$ cat src/rtl/clkguard_pkg.sv
package clkguard_pkg;

    localparam int REG_W  = 8;
    localparam int RSVD_W = 4;

    typedef enum logic [1:0] {
        SRC_OSC_A = 2'b00,
        SRC_OSC_B = 2'b01,
        SRC_PLL   = 2'b10,
        SRC_SUB   = 2'b11
    } src_e;

    typedef struct packed {
        logic [RSVD_W-1:0] rsvd;
        logic              sub_en;
        logic              pll_en;
        src_e              src;
    } ctl_t;

    typedef struct packed {
        ctl_t ctl;
        logic err;
    } state_t;

endpackage

$ cat src/rtl/clkguard_decode.sv
module clkguard_decode #(
    parameter int              ADDR_W   = 16,
    parameter logic [ADDR_W-1:0] REG_ADDR = 16'h0484
) (
    input  logic [ADDR_W-1:0] addr,
    output logic              hit
);
    always_comb begin
        hit = (addr == REG_ADDR);
    end
endmodule

$ cat src/rtl/clkguard_wrfilt.sv
module clkguard_wrfilt
    import clkguard_pkg::*;
(
    input  ctl_t             cur,
    input  logic [REG_W-1:0] wdata,
    input  logic             gear_busy,
    output ctl_t             nxt,
    output logic             reject
);
    ctl_t req;
    logic sub_lock, pll_lock, sub_bad, pll_bad, sel_bad;
    logic sel0_lock, need_sub, need_pll;

    always_comb begin
        req      = ctl_t'(wdata);
        sub_lock = (cur.src == SRC_SUB);
        pll_lock = (cur.src == SRC_PLL) || gear_busy;

        nxt      = cur;
        nxt.rsvd = req.rsvd;

        sub_bad    = sub_lock && (req.sub_en != cur.sub_en);
        nxt.sub_en = sub_lock ? cur.sub_en : req.sub_en;

        pll_bad    = pll_lock && (req.pll_en != cur.pll_en);
        nxt.pll_en = pll_lock ? cur.pll_en : req.pll_en;

        sel0_lock = cur.src[1] && (req.src[0] != cur.src[0]);
        need_sub  = (req.src == SRC_SUB) && !nxt.sub_en;
        need_pll  = (req.src == SRC_PLL) && !nxt.pll_en;
        sel_bad   = sel0_lock || need_sub || need_pll;
        nxt.src   = sel_bad ? cur.src : req.src;

        reject = sub_bad || pll_bad || sel_bad;
    end
endmodule

$ cat src/rtl/clkguard_pllgate.sv
module clkguard_pllgate (
    input  logic pll_bit,
    input  logic osc_halted,
    input  logic stop_mode,
    output logic pll_run
);
    always_comb begin
        pll_run = pll_bit && !(osc_halted && stop_mode);
    end
endmodule

$ cat src/rtl/clksrc_guard_reg.sv
module clksrc_guard_reg
    import clkguard_pkg::*;
#(
    parameter int                ADDR_W   = 16,
    parameter logic [ADDR_W-1:0] REG_ADDR = 16'h0484
) (
    input  logic              clk,
    input  logic              rst_n,
    input  logic              rst_req,
    input  logic              rst_soft,
    input  logic [ADDR_W-1:0] bus_addr,
    input  logic              bus_we,
    input  logic [REG_W-1:0]  bus_wdata,
    output logic [REG_W-1:0]  bus_rdata,
    output logic              bus_hit,
    input  logic              gear_busy,
    input  logic              osc_halted,
    input  logic              stop_mode,
    output logic [1:0]        src_sel,
    output logic              subclk_en,
    output logic              pll_run,
    output logic              prot_err
);
    state_t st_d, st_q;
    ctl_t   filt_nxt;
    logic   filt_rej;
    logic   hit;

    clkguard_decode #(.ADDR_W(ADDR_W), .REG_ADDR(REG_ADDR)) u_dec (
        .addr (bus_addr),
        .hit  (hit)
    );

    clkguard_wrfilt u_filt (
        .cur       (st_q.ctl),
        .wdata     (bus_wdata),
        .gear_busy (gear_busy),
        .nxt       (filt_nxt),
        .reject    (filt_rej)
    );

    clkguard_pllgate u_gate (
        .pll_bit    (st_q.ctl.pll_en),
        .osc_halted (osc_halted),
        .stop_mode  (stop_mode),
        .pll_run    (pll_run)
    );

    always_comb begin
        st_d     = st_q;
        st_d.err = 1'b0;
        if (rst_req) begin
            if (!rst_soft) begin
                st_d.ctl.sub_en = 1'b0;
                st_d.ctl.pll_en = 1'b0;
                st_d.ctl.src    = SRC_OSC_A;
            end
        end else if (bus_we && hit) begin
            st_d.ctl = filt_nxt;
            st_d.err = filt_rej;
        end
    end

    always_ff @(posedge clk or negedge rst_n) begin
        if (!rst_n) begin
            st_q <= '0;
        end else begin
            st_q <= st_d;
        end
    end

    always_comb begin
        bus_hit   = hit;
        bus_rdata = hit ? REG_W'(st_q.ctl) : '0;
        src_sel   = st_q.ctl.src;
        subclk_en = st_q.ctl.sub_en;
        prot_err  = st_q.err;
    end
endmodule

$ cat config.mk
export PLATFORM = sky130hd
export DESIGN_NAME = clksrc_guard_reg
export DESIGN_NICKNAME = d
export VERILOG_FILES = /design/src/rtl/clkguard_pkg.sv /design/src/rtl/clkguard_decode.sv /design/src/rtl/clkguard_wrfilt.sv /design/src/rtl/clkguard_pllgate.sv /design/src/rtl/clksrc_guard_reg.sv
export SDC_FILE = /design/constraint.sdc
export NUM_CORES = 1
export LEC_CHECK = 0
export BUFFER_PORTS_ARGS = -buffer_cell sky130_fd_sc_hd__buf_4
export CAP_MARGIN = 10
export CORE_MARGIN = 5
export CORE_UTILIZATION = 40
export DETAILED_ROUTE_END_ITERATION = 6
export PLACE_DENSITY = 0.79
export SLEW_MARGIN = 20
export SYNTH_ARGS = -nofsm -noshare
export SYNTH_HDL_FRONTEND = slang
export SYNTH_SLANG_ARGS = --single-unit
$ cat constraint.sdc
create_clock -name clk -period 2.6 [get_ports clk]
set_clock_uncertainty 0.05 [all_clocks]
set_input_delay 0.78 -clock clk [delete_from_list [all_inputs] [get_ports clk]]
set_output_delay 0.78 -clock clk [all_outputs]
set_load 0.01 [all_outputs]
==> results of run 1 <==
==> final cells by class <==
class                           instances  area, µm²
Fill cell                             112      345.3
Inverter                                3      11.26
Tap cell                               16      20.02
Sequential cell                         9      225.2
Multi-Input combinational cell         54      466.7
Clock buffer                            4      26.28
Timing Repair Buffer                   51      446.7
==> metal layers <==
metal / vias to the layer above / track usage (%)
met3: 4 / 5.523
li1: 349 / -
met2: 19 / 31.82
met1: 328 / 20.72
met4: 0 / 4.681
met5: - / 0
==> path summary, 6_finish.rpt <==
kind | slack (ps) | end | cells after the start
worst min register to register | 430 | st_q[8] | 2
worst max-delay path | -50 | bus_rdata[4] | 6
worst min-delay path | 270 | st_q[6] | 1
worst max register to register | 860 | src_sel[0] | 5
min in group clk | 430 | st_q[8] | 2
max in group asynchronous | 2100 | src_sel[1] | 1
==> timing repair <==
action	CTS	global route
pin swaps	9	0
hold endpoints to repair	0	0
setup buffers	3	0
cloned	1	0
gates resized for setup	31	0
endpoints found under the setup margin	8	8
==> state kept, by name, indices dropped and copies added (netlist names) <==
register,cells
src_sel,2
subclk_en,1
st_q,5
prot_err,1
==> stage by stage <==
| stage | cell area (µm²) | power [W] | worst slack [ps] | std cells |
|---|---|---|---|---|
| floorplan | 669.4 | 0.0001578 | 186.7 | 69 |
| global placement | 1020 | 0.0002014 | -64.36 | 129 |
| detailed placement | 1020 | 0.0002034 | -82.18 | 129 |
| CTS | 1196 | 0.0003239 | -20.34 | 137 |
| global route | 1196 | 0.0003468 | -91.21 | 137 |
| finish | 1196 | 0.0003275 | -47.61 | 137 |
==> worst max-delay path, cell delays in order <==
cell	delay, ps
buf_6	90
nor4b_4	300
and4_4	280
buf_6	120
and2_4	140
buf_6	100
==> cell families (layout without fill, tap and decap cells) <==
group | count (synthesis) | after routing | share of synthesized area (%)
AND/OR/NAND/NOR | 39 | 39 | 40.75
buffers and inverters | 6 | 58 | 5.046
multiplexers | 5 | 5 | 7.664
XOR/XNOR | 2 | 2 | 2.617
flip-flops | 9 | 9 | 33.65
AO/OA/AOI/OAI | 8 | 8 | 10.28
==> cell usage after synthesis <==
| cell | n | share of area [%] |
|---|---|---|
| nand4_1 | 1 | 0.94 |
| nor4_2 | 1 | 1.9 |
| nor2_1 | 1 | 0.56 |
| dfrtp_1 | 9 | 34 |
| and2_2 | 1 | 1.1 |
| inv_1 | 3 | 1.7 |
| nor4b_2 | 3 | 6.7 |
| nand3b_1 | 2 | 2.2 |
| a21oi_1 | 1 | 0.75 |
| o2bb2ai_1 | 2 | 2.6 |
| and4_1 | 1 | 1.3 |
| mux2i_1 | 4 | 6.0 |
| o311ai_0 | 1 | 1.3 |
| nor3b_2 | 1 | 1.9 |
| or3b_4 | 1 | 1.7 |
| buf_4 | 3 | 3.4 |
| xnor2_1 | 2 | 2.6 |
| mux2_2 | 1 | 1.7 |
| nand2_2 | 1 | 0.94 |
| a21boi_0 | 1 | 1.1 |
| and2_1 | 7 | 6.5 |
| nand3b_4 | 1 | 3.0 |
| o22a_1 | 1 | 1.3 |
| nand2_1 | 16 | 9.0 |
| nor2b_4 | 1 | 2.1 |
| o21ai_0 | 1 | 0.75 |
| nand2b_1 | 1 | 0.94 |
| a41oi_2 | 1 | 2.4 |
==> power by group <==
group          total [W]   switching, W  internal (W)
Sequential      0.000140  0.00000000799      0.000140
Combinational  0.0000716      0.0000252     0.0000464
Clock           0.000116      0.0000564     0.0000596
==> metrics.md, run 1 <==
| Metric | Value |
|---|---|
| Status | `finished with violations` |
| Violated checks | `setup timing` |
| TritonRoute pass-1 iters | `3` |
| Met2 WL | `1.200 mm` |
| Antenna-violating nets left | `0` |
| Num ports | `46` |
| Starting density of the core | `43.43%` |
| Required time worst endpoint | `1770 ps` |
| Crit-path max FO | `5` |
| H-tree Lvls | `1` |
| Rows | `14` |
| Yosys warns | `0` |
| Layout area overhead | `78.69%` |
| Worst Path Arrival | `1820 ps` |
| Routability cong. | `0.7556` |
| Path type of the worst min-delay path | `input port to asynchronous set/reset pin` |
| Setup WS post-layout | `-47.61 ps` |
| CP Capture Type | `output port` |
| Maximum clock rate | `377.7 MHz` |
| Met3 wire length | `89 µm` |
| Tcrit/Tclk final | `101.8%` |
| Mapped Avg Cell Area | `9.701 µm²` |
| Synth Instances | `69` |
| Die Wd | `50.91 µm` |
| PwrDens | `273.8 mW/mm²` |
| Remaining Overflow, GRT | `0` |
| Syn nets | `101` |
| Synth cell types | `28` |
| Commonest non-fill, non-tap cell in the layout | `buf_4` |
| CTS buffer count | `3` |
| RSZ-0062 raised after global routing | `true` |
| Final #Nets | `154` |
| Vias in the first global route | `760` |
| Worst skew pair latency | `270 ps` |
| Antenna cells | `0` |
| DRC viols | `0` |
| Core area | `0.001541 mm²` |
| M1 WL | `869 µm` |
| Final setup fails | `8` |
| Clock sink count | `9` |
| Setup TNS | `-279.2 ps` |
| WHS | `266.7 ps` |
| Share of cells above drive strength 1 | `61.16%` |
| CTS tree | `built` |
| Port Buffers | `45` |
| First-pass GRT wire length | `3.546 mm` |
| R2r startpoint | `src_sel[1]` |
| Clk pin slew, worst setup/hold paths | `60 ps` |
| Via-to-Cell Ratio | `5.109` |
| Netlist Area Pre-Place | `669.4 µm²` |
| Die Y | `50.91 µm` |
| Max Cap Viol | `0` |
| Util after Layout | `77.60%` |
| CTS max path bufs | `2` |
| Largest net degree at the start of global routing | `10` |
| Via Count | `700` |
| CP Class | `input port to output port` |
| Seq cells post-synth | `9` |
| DR top layer | `met4` |
| Area of the die | `0.002592 mm²` |
| Hold buffer count at cts | `0` |
| Initial antenna violation count | `0` |
| Worst Tran Pin Value | `424.7 ps` |
| Relative slew margins | `71.56%` |
| Post-DP HPWL | `1.633 mm` |
| Leak | `0.6295 nW` |
| Final slew viol count | `0` |
| WL final | `2.191 mm` |
| Startpoint Class | `input port` |
| Worst setup startpoint | `bus_addr[3]` |
| Commonest non-fill, non-tap cells in the layout | `buf_4, buf_6, nand2_1` |
| Final Critical Period | `2648 ps` |
| Gr usage total | `17.95%` |
| VDD IR max | `0.0002359 V` |
| Routed WL per cell | `15.99 µm` |
| Root Driver | `clkbuf_4` |
| Seq/Total Area, Yosys | `33.64%` |
| Final hold violation count | `0` |
| Iter 0 DRT Violations | `5` |
(Power assumes the default switching activity.)
==> run 2: changes to the inputs <==
--- a/config.mk
+++ b/config.mk
@@ -8,9 +8,9 @@
 export BUFFER_PORTS_ARGS = -buffer_cell sky130_fd_sc_hd__buf_4
 export CAP_MARGIN = 10
 export CORE_MARGIN = 5
-export CORE_UTILIZATION = 40
+export CORE_UTILIZATION = 42
 export DETAILED_ROUTE_END_ITERATION = 6
-export PLACE_DENSITY = 0.79
+export PLACE_DENSITY = 0.82
 export SLEW_MARGIN = 20
 export SYNTH_ARGS = -nofsm -noshare
 export SYNTH_HDL_FRONTEND = slang
==> constraint.sdc (replaced) <==
create_clock -name clk -period 3.2 [get_ports clk]
set_clock_uncertainty 0.05 [all_clocks]
set_input_delay 0.96 -clock clk [delete_from_list [all_inputs] [get_ports clk]]
set_output_delay 0.96 -clock clk [all_outputs]
set_load 0.01 [all_outputs]
==> run 2 against run 1 <==
  * The run now ends clean
  * Clock power is 22% lower
  * Final cell count is 4.4% lower
  * Critical path depth is 1 lower
  * Utilization is 9.1 points lower
  * Routed wire length is 9.1% lower
  * Via count is 3.4% higher
  * Critical endpoint is now bus_rdata[5]
  * Design area is 14% lower
  * Sequential share of layout area is 3.0 points higher
  * First-iteration DRC count grew to 4.2 times the previous value
  * Sequential cell count stayed put
  * Power is 23% lower
==> metrics.md, run 2 (same netlist as run 1, synthesis figures left out) <==
| Metric | Value |
|---|---|
| Status | `complete, no violations` |
| Clock sink count | `9 (unchanged)` |
| CTS buffer count | `3 (unchanged)` |
| Commonest non-fill, non-tap cell in the layout | `buf_4` |
| Setup Fix Bufs, Post-CTS | `0 (-3)` |
| Clock Power Share | `35.7% (+0.3 points)` |
| Psw | `0.00005963 W (-27%)` |
| Filler cell count | `137 (+22%)` |
| Tcrit/Tclk final | `97.25%` |
| Fin area | `0.001032 mm² (-14%)` |
| Most flops, register | `st_q` |
| CP Class | `input port to output port` |
| Final Critical Period | `3112 ps` |
| H-tree Lvls | `1 (unchanged)` |
| Port Buffers | `45 (unchanged)` |
| DRC viols | `0 (unchanged)` |
| VDD IR max | `0.0002564 V (+8.7%)` |
| Hold path cells | `2` |
| Layout Cells excl Fill | `131 (-4.4%)` |
| Via Count | `724 (+3.4%)` |
| Core area | `0.001506 mm² (-2.3%)` |
| Largest net degree at the start of global routing | `11 (+1)` |
| Rows | `14 (unchanged)` |
| Relative slew margins | `72.42% (+0.86 points)` |
| Clk pin slew, worst setup/hold paths | `60 ps (about the same)` |
| Reg power frac | `44.8% (+2.1 points)` |
| Share of cells above drive strength 1 | `53.04% (-8.1 points)` |
| Setup WS post-layout | `87.88 ps (+135.5 ps)` |
| Remaining Overflow, GRT | `0 (unchanged)` |
| Antenna cells | `0 (unchanged)` |
| Vias in the first global route | `708 (-6.8%)` |
| Root Driver | `clkbuf_4` |
| Die Wd | `49.92 µm (-1.9%)` |
| Pre-CTS WS | `31.35 ps (+113.5 ps)` |
| Final #Nets | `148 (-3.9%)` |
| PwrDens | `245.7 mW/mm² (-10%)` |
| Worst Tran Pin Value | `408.5 ps (-16.27 ps)` |
| Layout area overhead | `54.21%` |
| Startpoint Class | `input port` |
| Setup TNS | `0 ps (+279.2 ps)` |
| Final slew viol count | `0 (unchanged)` |
| Area of the die | `0.002492 mm² (-3.9%)` |
| Via-to-Cell Ratio | `5.527 (+8.2%)` |
| Gr usage total | `16.24% (-1.7 points)` |
| Placed instance area | `0.001005 mm² (-1.5%)` |
| Commonest non-fill, non-tap cells in the layout | `buf_4, nand2_1, dfrtp_1` |
| Max Cap Viol | `0 (unchanged)` |
| CTS tree | `built` |
| Starting density of the core | `44.44% (+1.0 points)` |
| Required time worst endpoint | `2190 ps (+420 ps)` |
| Net Sw Frac | `23.51% (-1.4 points)` |
| Hold buffer count at cts | `0 (unchanged)` |
| Routed WL per cell | `15.20 µm (-5.0%)` |
| Routability cong. | `0.8212 (+8.7%)` |
| Path type of the worst min-delay path | `register to register` |
| Num ports | `46 (unchanged)` |
| Iter 0 DRT Violations | `21 (+16)` |
| Initial antenna violation count | `0 (unchanged)` |
| Maximum clock rate | `321.3 MHz` |
| Worst Path Arrival | `2100 ps (+280 ps)` |
| Antenna-violating nets left | `0 (unchanged)` |
| CTS max path bufs | `2 (unchanged)` |
| First-pass GRT wire length | `3.167 mm (-11%)` |
| Largest register FFs | `5 (unchanged)` |
| Worst r2r path cells | `5 (unchanged)` |
| Internal Pwr Total | `0.0001940 W (-21%)` |
| Crit-path max FO | `10 (+5)` |
| Placed cells | `127 (-1.6%)` |
| Final hold violation count | `0 (unchanged)` |
| Worst skew pair latency | `260 ps (about the same)` |
| CP Capture Type | `output port` |
| Final setup fails | `0 (-8)` |
| Die Y | `49.92 µm (-1.9%)` |
| WL final | `1.991 mm (-9.1%)` |
| Post-DP HPWL | `1.633 mm (about the same)` |
| TritonRoute pass-1 iters | `4 (+1)` |
| RSZ-0062 raised after global routing | `false` |
| Combinational share of power | `19.5% (-2.4 points)` |
| Leak | `0.5529 nW (-12%)` |
run 2: final timing paths:
kind                                  start            to  slack [ps]
worst min register to register      st_q[8]       st_q[8]         410
min in group asynchronous             rst_n     subclk_en         460
worst min-delay path                st_q[8]       st_q[8]         410
worst max register to register   src_sel[1]    src_sel[0]        1440
worst max-delay path            bus_addr[5]  bus_rdata[5]          90
max in group asynchronous             rst_n      prot_err        2500
run 2: final cells by class:
class                           count  area, µm²  share of cell area (%)
Multi-Input combinational cell     54      411.6                   39.88
Timing Repair Buffer               45      337.8                   32.73
Tap cell                           16      20.02                   1.939
Sequential cell                     9      225.2                   21.82
Inverter                            3      11.26                   1.091
Clock buffer                        4      26.28                   2.545
run 2: worst max-delay path, cell delays in order:
cell     delay [ps]
buf_4           110
nor4b_2         340
and4_2          400
and2_1          170
buf_4           120
run 2: power groups by stage:
stage / combinational (W) / sequential (W) / clock (W)
finish: 0.0000493 / 0.000114 / 0.0000905
global route: 0.0000534 / 0.000114 / 0.0000983
CTS: 0.0000491 / 0.000114 / 0.0000907
detailed placement: 0.0000489 / 0.000116 / 0
global placement: 0.0000475 / 0.000116 / 0
floorplan: 0.0000123 / 0.000116 / 0
run 2: repair_timing:
action,CTS,global route
endpoints found under the hold margin,0,0
endpoints found under the setup margin,0,8
resized for setup,0,1
run 2: metrics by stage:
step                hold WS (ps)  utilization, %   power, W
floorplan                  380.4               -  0.0001282
global placement           390.3           66.69  0.0001634
detailed placement         402.3           66.69  0.0001648
CTS                        415.9           68.44  0.0002535
global route               444.9           68.52  0.0002653
finish                     413.1           68.52  0.0002536
run 2: metal layers:
metal	global-route usage, %	wire length, µm	up-vias
met3	8.133	197	10
met1	15.63	679	332
li1	-	-	336
met4	3.930	54	0
met5	0	0	-
met2	30.08	1060	46
==> run 3: changes to the inputs <==
--- a/config.mk
+++ b/config.mk
@@ -8,9 +8,9 @@
 export BUFFER_PORTS_ARGS = -buffer_cell sky130_fd_sc_hd__buf_4
 export CAP_MARGIN = 10
 export CORE_MARGIN = 5
-export CORE_UTILIZATION = 42
+export CORE_UTILIZATION = 40
 export DETAILED_ROUTE_END_ITERATION = 6
-export PLACE_DENSITY = 0.82
+export PLACE_DENSITY = 0.79
 export SLEW_MARGIN = 20
 export SYNTH_ARGS = -nofsm -noshare
 export SYNTH_HDL_FRONTEND = slang
==> constraint.sdc (replaced) <==
create_clock -name clk -period 3 [get_ports clk]
set_clock_uncertainty 0.05 [all_clocks]
set_input_delay 0.9 -clock clk [delete_from_list [all_inputs] [get_ports clk]]
set_output_delay 0.9 -clock clk [all_outputs]
set_load 0.01 [all_outputs]
==> run 3 against run 2 <==
  * Setup slack got worse by 14 ps
  * Worst hold slack worse by 21 ps
  * Global-route usage shrank 2.8 points
  * Combinational power up 4.7%
  * Final cell count is 0.76% higher
  * Power increased by 5.6%
  * Clock power increased by 4.9%
  * Largest cell class unchanged
  * Largest power group unchanged
==> metrics.md, run 3 (same netlist as run 1, synthesis figures left out) <==
| Metric | Value |
|---|---|
| Most flops, register | `st_q` |
| Worst r2r path cells | `5 (unchanged)` |
| Antenna-violating nets left | `0 (unchanged)` |
| Final hold violation count | `0 (unchanged)` |
| Rows | `14 (unchanged)` |
| RSZ-0062 raised after global routing | `false` |
| Net Sw Frac | `22.77% (-0.74 points)` |
| Commonest non-fill, non-tap cells in the layout | `buf_4, nand2_1, dfrtp_1` |
| H-tree Lvls | `1 (unchanged)` |
| Final slew viol count | `0 (unchanged)` |
| Die Y | `50.91 µm (+2.0%)` |
| Initial antenna violation count | `0 (unchanged)` |
| R2r setup slk | `1300 ps (-140 ps)` |
| TritonRoute pass-1 iters | `4 (unchanged)` |
| Via-to-Cell Ratio | `5.076 (-8.2%)` |
| Relative slew margins | `72.94% (+0.51 points)` |
| Port Buffers | `45 (unchanged)` |
| Area of the die | `0.002592 mm² (+4.0%)` |
| WHS | `392.2 ps (-20.88 ps)` |
| Routability cong. | `0.7536 (-8.2%)` |
| Starting density of the core | `43.43% (-1.0 points)` |
| Worst Tran Pin Value | `400.9 ps (-7.625 ps)` |
| Worst setup startpoint | `bus_addr[13]` |
| Required time worst endpoint | `2050 ps (-140 ps)` |
| Root Driver | `clkbuf_4` |
| Clock sink count | `9 (unchanged)` |
| Max Cap Viol | `0 (unchanged)` |
| Share of cells above drive strength 1 | `52.59% (-0.46 points)` |
| Layout area overhead | `55.14%` |
| Reg power frac | `45.3% (+0.5 points)` |
| WL final | `1.750 mm (-12%)` |
| Worst Path Arrival | `1980 ps (-120 ps)` |
| Internal Pwr Total | `0.0002068 W (+6.6%)` |
| Largest register FFs | `5 (unchanged)` |
| VDD IR max | `0.0002061 V (-20%)` |
| Final setup fails | `0 (unchanged)` |
| Post-DP HPWL | `1.517 mm (-7.1%)` |
| Setup Fix Bufs, Post-CTS | `0 (unchanged)` |
| Via Count | `670 (-7.5%)` |
| Reg-to-Reg End | `src_sel[1]` |
| Core area | `0.001541 mm² (+2.3%)` |
| Maximum clock rate | `341.8 MHz` |
| CTS tree | `built` |
| Die Wd | `50.91 µm (+2.0%)` |
| Status | `complete, no violations` |
| Leak | `0.5583 nW (+0.98%)` |
| Antenna cells | `0 (unchanged)` |
| Num ports | `46 (unchanged)` |
| Largest net degree at the start of global routing | `11 (unchanged)` |
| Crit path to | `bus_rdata[1]` |
| Final #Nets | `149 (+0.68%)` |
| Commonest non-fill, non-tap cell in the layout | `buf_4` |
| Iter 0 DRT Violations | `9 (-57%)` |
| Crit-path max FO | `10 (unchanged)` |
| Gr usage total | `13.42% (-2.8 points)` |
| Clk pin slew, worst setup/hold paths | `60 ps (about the same)` |
| Combinational share of power | `19.3% (-0.2 points)` |
| Worst skew pair latency | `270 ps (about the same)` |
| PwrDens | `257.9 mW/mm² (+5.0%)` |
| Startpoint Class | `input port` |
| Routed WL per cell | `13.26 µm (-13%)` |
| R2r startpoint | `src_sel[1]` |
| Remaining Overflow, GRT | `0 (unchanged)` |
| CP Capture Type | `output port` |
| Setup TNS | `0 ps (unchanged)` |
| CTS max path bufs | `2 (unchanged)` |
| CTS resizes | `0 (unchanged)` |
| Vias in the first global route | `609 (-14%)` |
| First-pass GRT wire length | `2.746 mm (-13%)` |
| Final Critical Period | `2926 ps` |
| DRC viols | `0 (unchanged)` |
| Path type of the worst min-delay path | `input port to asynchronous set/reset pin` |
| Tcrit/Tclk final | `97.53%` |
| Clock Power Share | `35.4% (-0.3 points)` |
| Hold buffer count at cts | `0 (unchanged)` |
| CTS buffer count | `3 (unchanged)` |
| CP Class | `input port to output port` |
| Psw | `0.00006097 W (+2.2%)` |
| Filler cell count | `136 (-0.73%)` |
## run 3: cell count changes in the layout (fill, tap and decap cells not counted), sizes merged
cell,delta
buf,+1
## run 3: power groups by stage
stage / clock network, W / logic, W / registers, W
final: 0.0000949 / 0.0000516 / 0.000121
after detailed placement: 0 / 0.0000520 / 0.000124
after global placement: 0 / 0.0000504 / 0.000124
after floorplan: 0 / 0.0000131 / 0.000124
after CTS: 0.0000996 / 0.0000521 / 0.000121
after global routing: 0.000103 / 0.0000564 / 0.000121
## run 3: critical path: stages
cell     delay [ps]
buf_4           110
nor4b_2         310
and4_1          240
buf_4           160
and2_2          140
buf_4           110
## run 3: worst min path at each step
stage                       start         to  slack (ps)  depth (start not counted)
final                       rst_n  subclk_en         390                          1
after global routing        rst_n  subclk_en         390                          1
after global placement    st_q[7]    st_q[7]         390                          2
after CTS                   rst_n  subclk_en         380                          1
after floorplan           st_q[5]    st_q[5]         380                          2
after detailed placement  st_q[7]    st_q[7]         410                          2
## run 3: final cells by class
class	count	area, µm²	share of cell area [%]
Timing Repair Buffer	46	345.3	33.25
Inverter	3	11.26	1.084
Sequential cell	9	225.2	21.69
Multi-Input combinational cell	54	410.4	39.52
Clock buffer	4	26.28	2.530
Tap cell	16	20.02	1.928
## run 3: stage by stage
| step | total power [W] | cell area, µm² | setup slack [ps] | util (%) | std cells |
|---|---|---|---|---|---|
| 6_report | 0.0002678 | 1039 | 74.03 | 67.37 | 132 |
| 5_1_grt | 0.0002809 | 1039 | 2.042 | 67.37 | 132 |
| 4_1_cts | 0.0002730 | 1039 | 82.11 | 67.37 | 132 |
| 3_5_place_dp | 0.0001756 | 1012 | 82.09 | 65.67 | 128 |
| 3_3_place_gp | 0.0001741 | 1012 | 100.2 | 65.67 | 128 |
| 2_1_floorplan | 0.0001368 | 669.4 | 346.7 | - | 69 |
## run 3: per-layer routing
metal / GRT usage, % / part of all wire [%] / routed length (µm) / vias up
met3: 4.651 / 6.5 / 114 / 0
li1: - / - / - / 336
met5: 0 / 0 / 0 / -
met2: 22.73 / 55 / 970 / 20
met4: 2.553 / 0 / 0 / 0
met1: 16.52 / 38 / 665 / 314
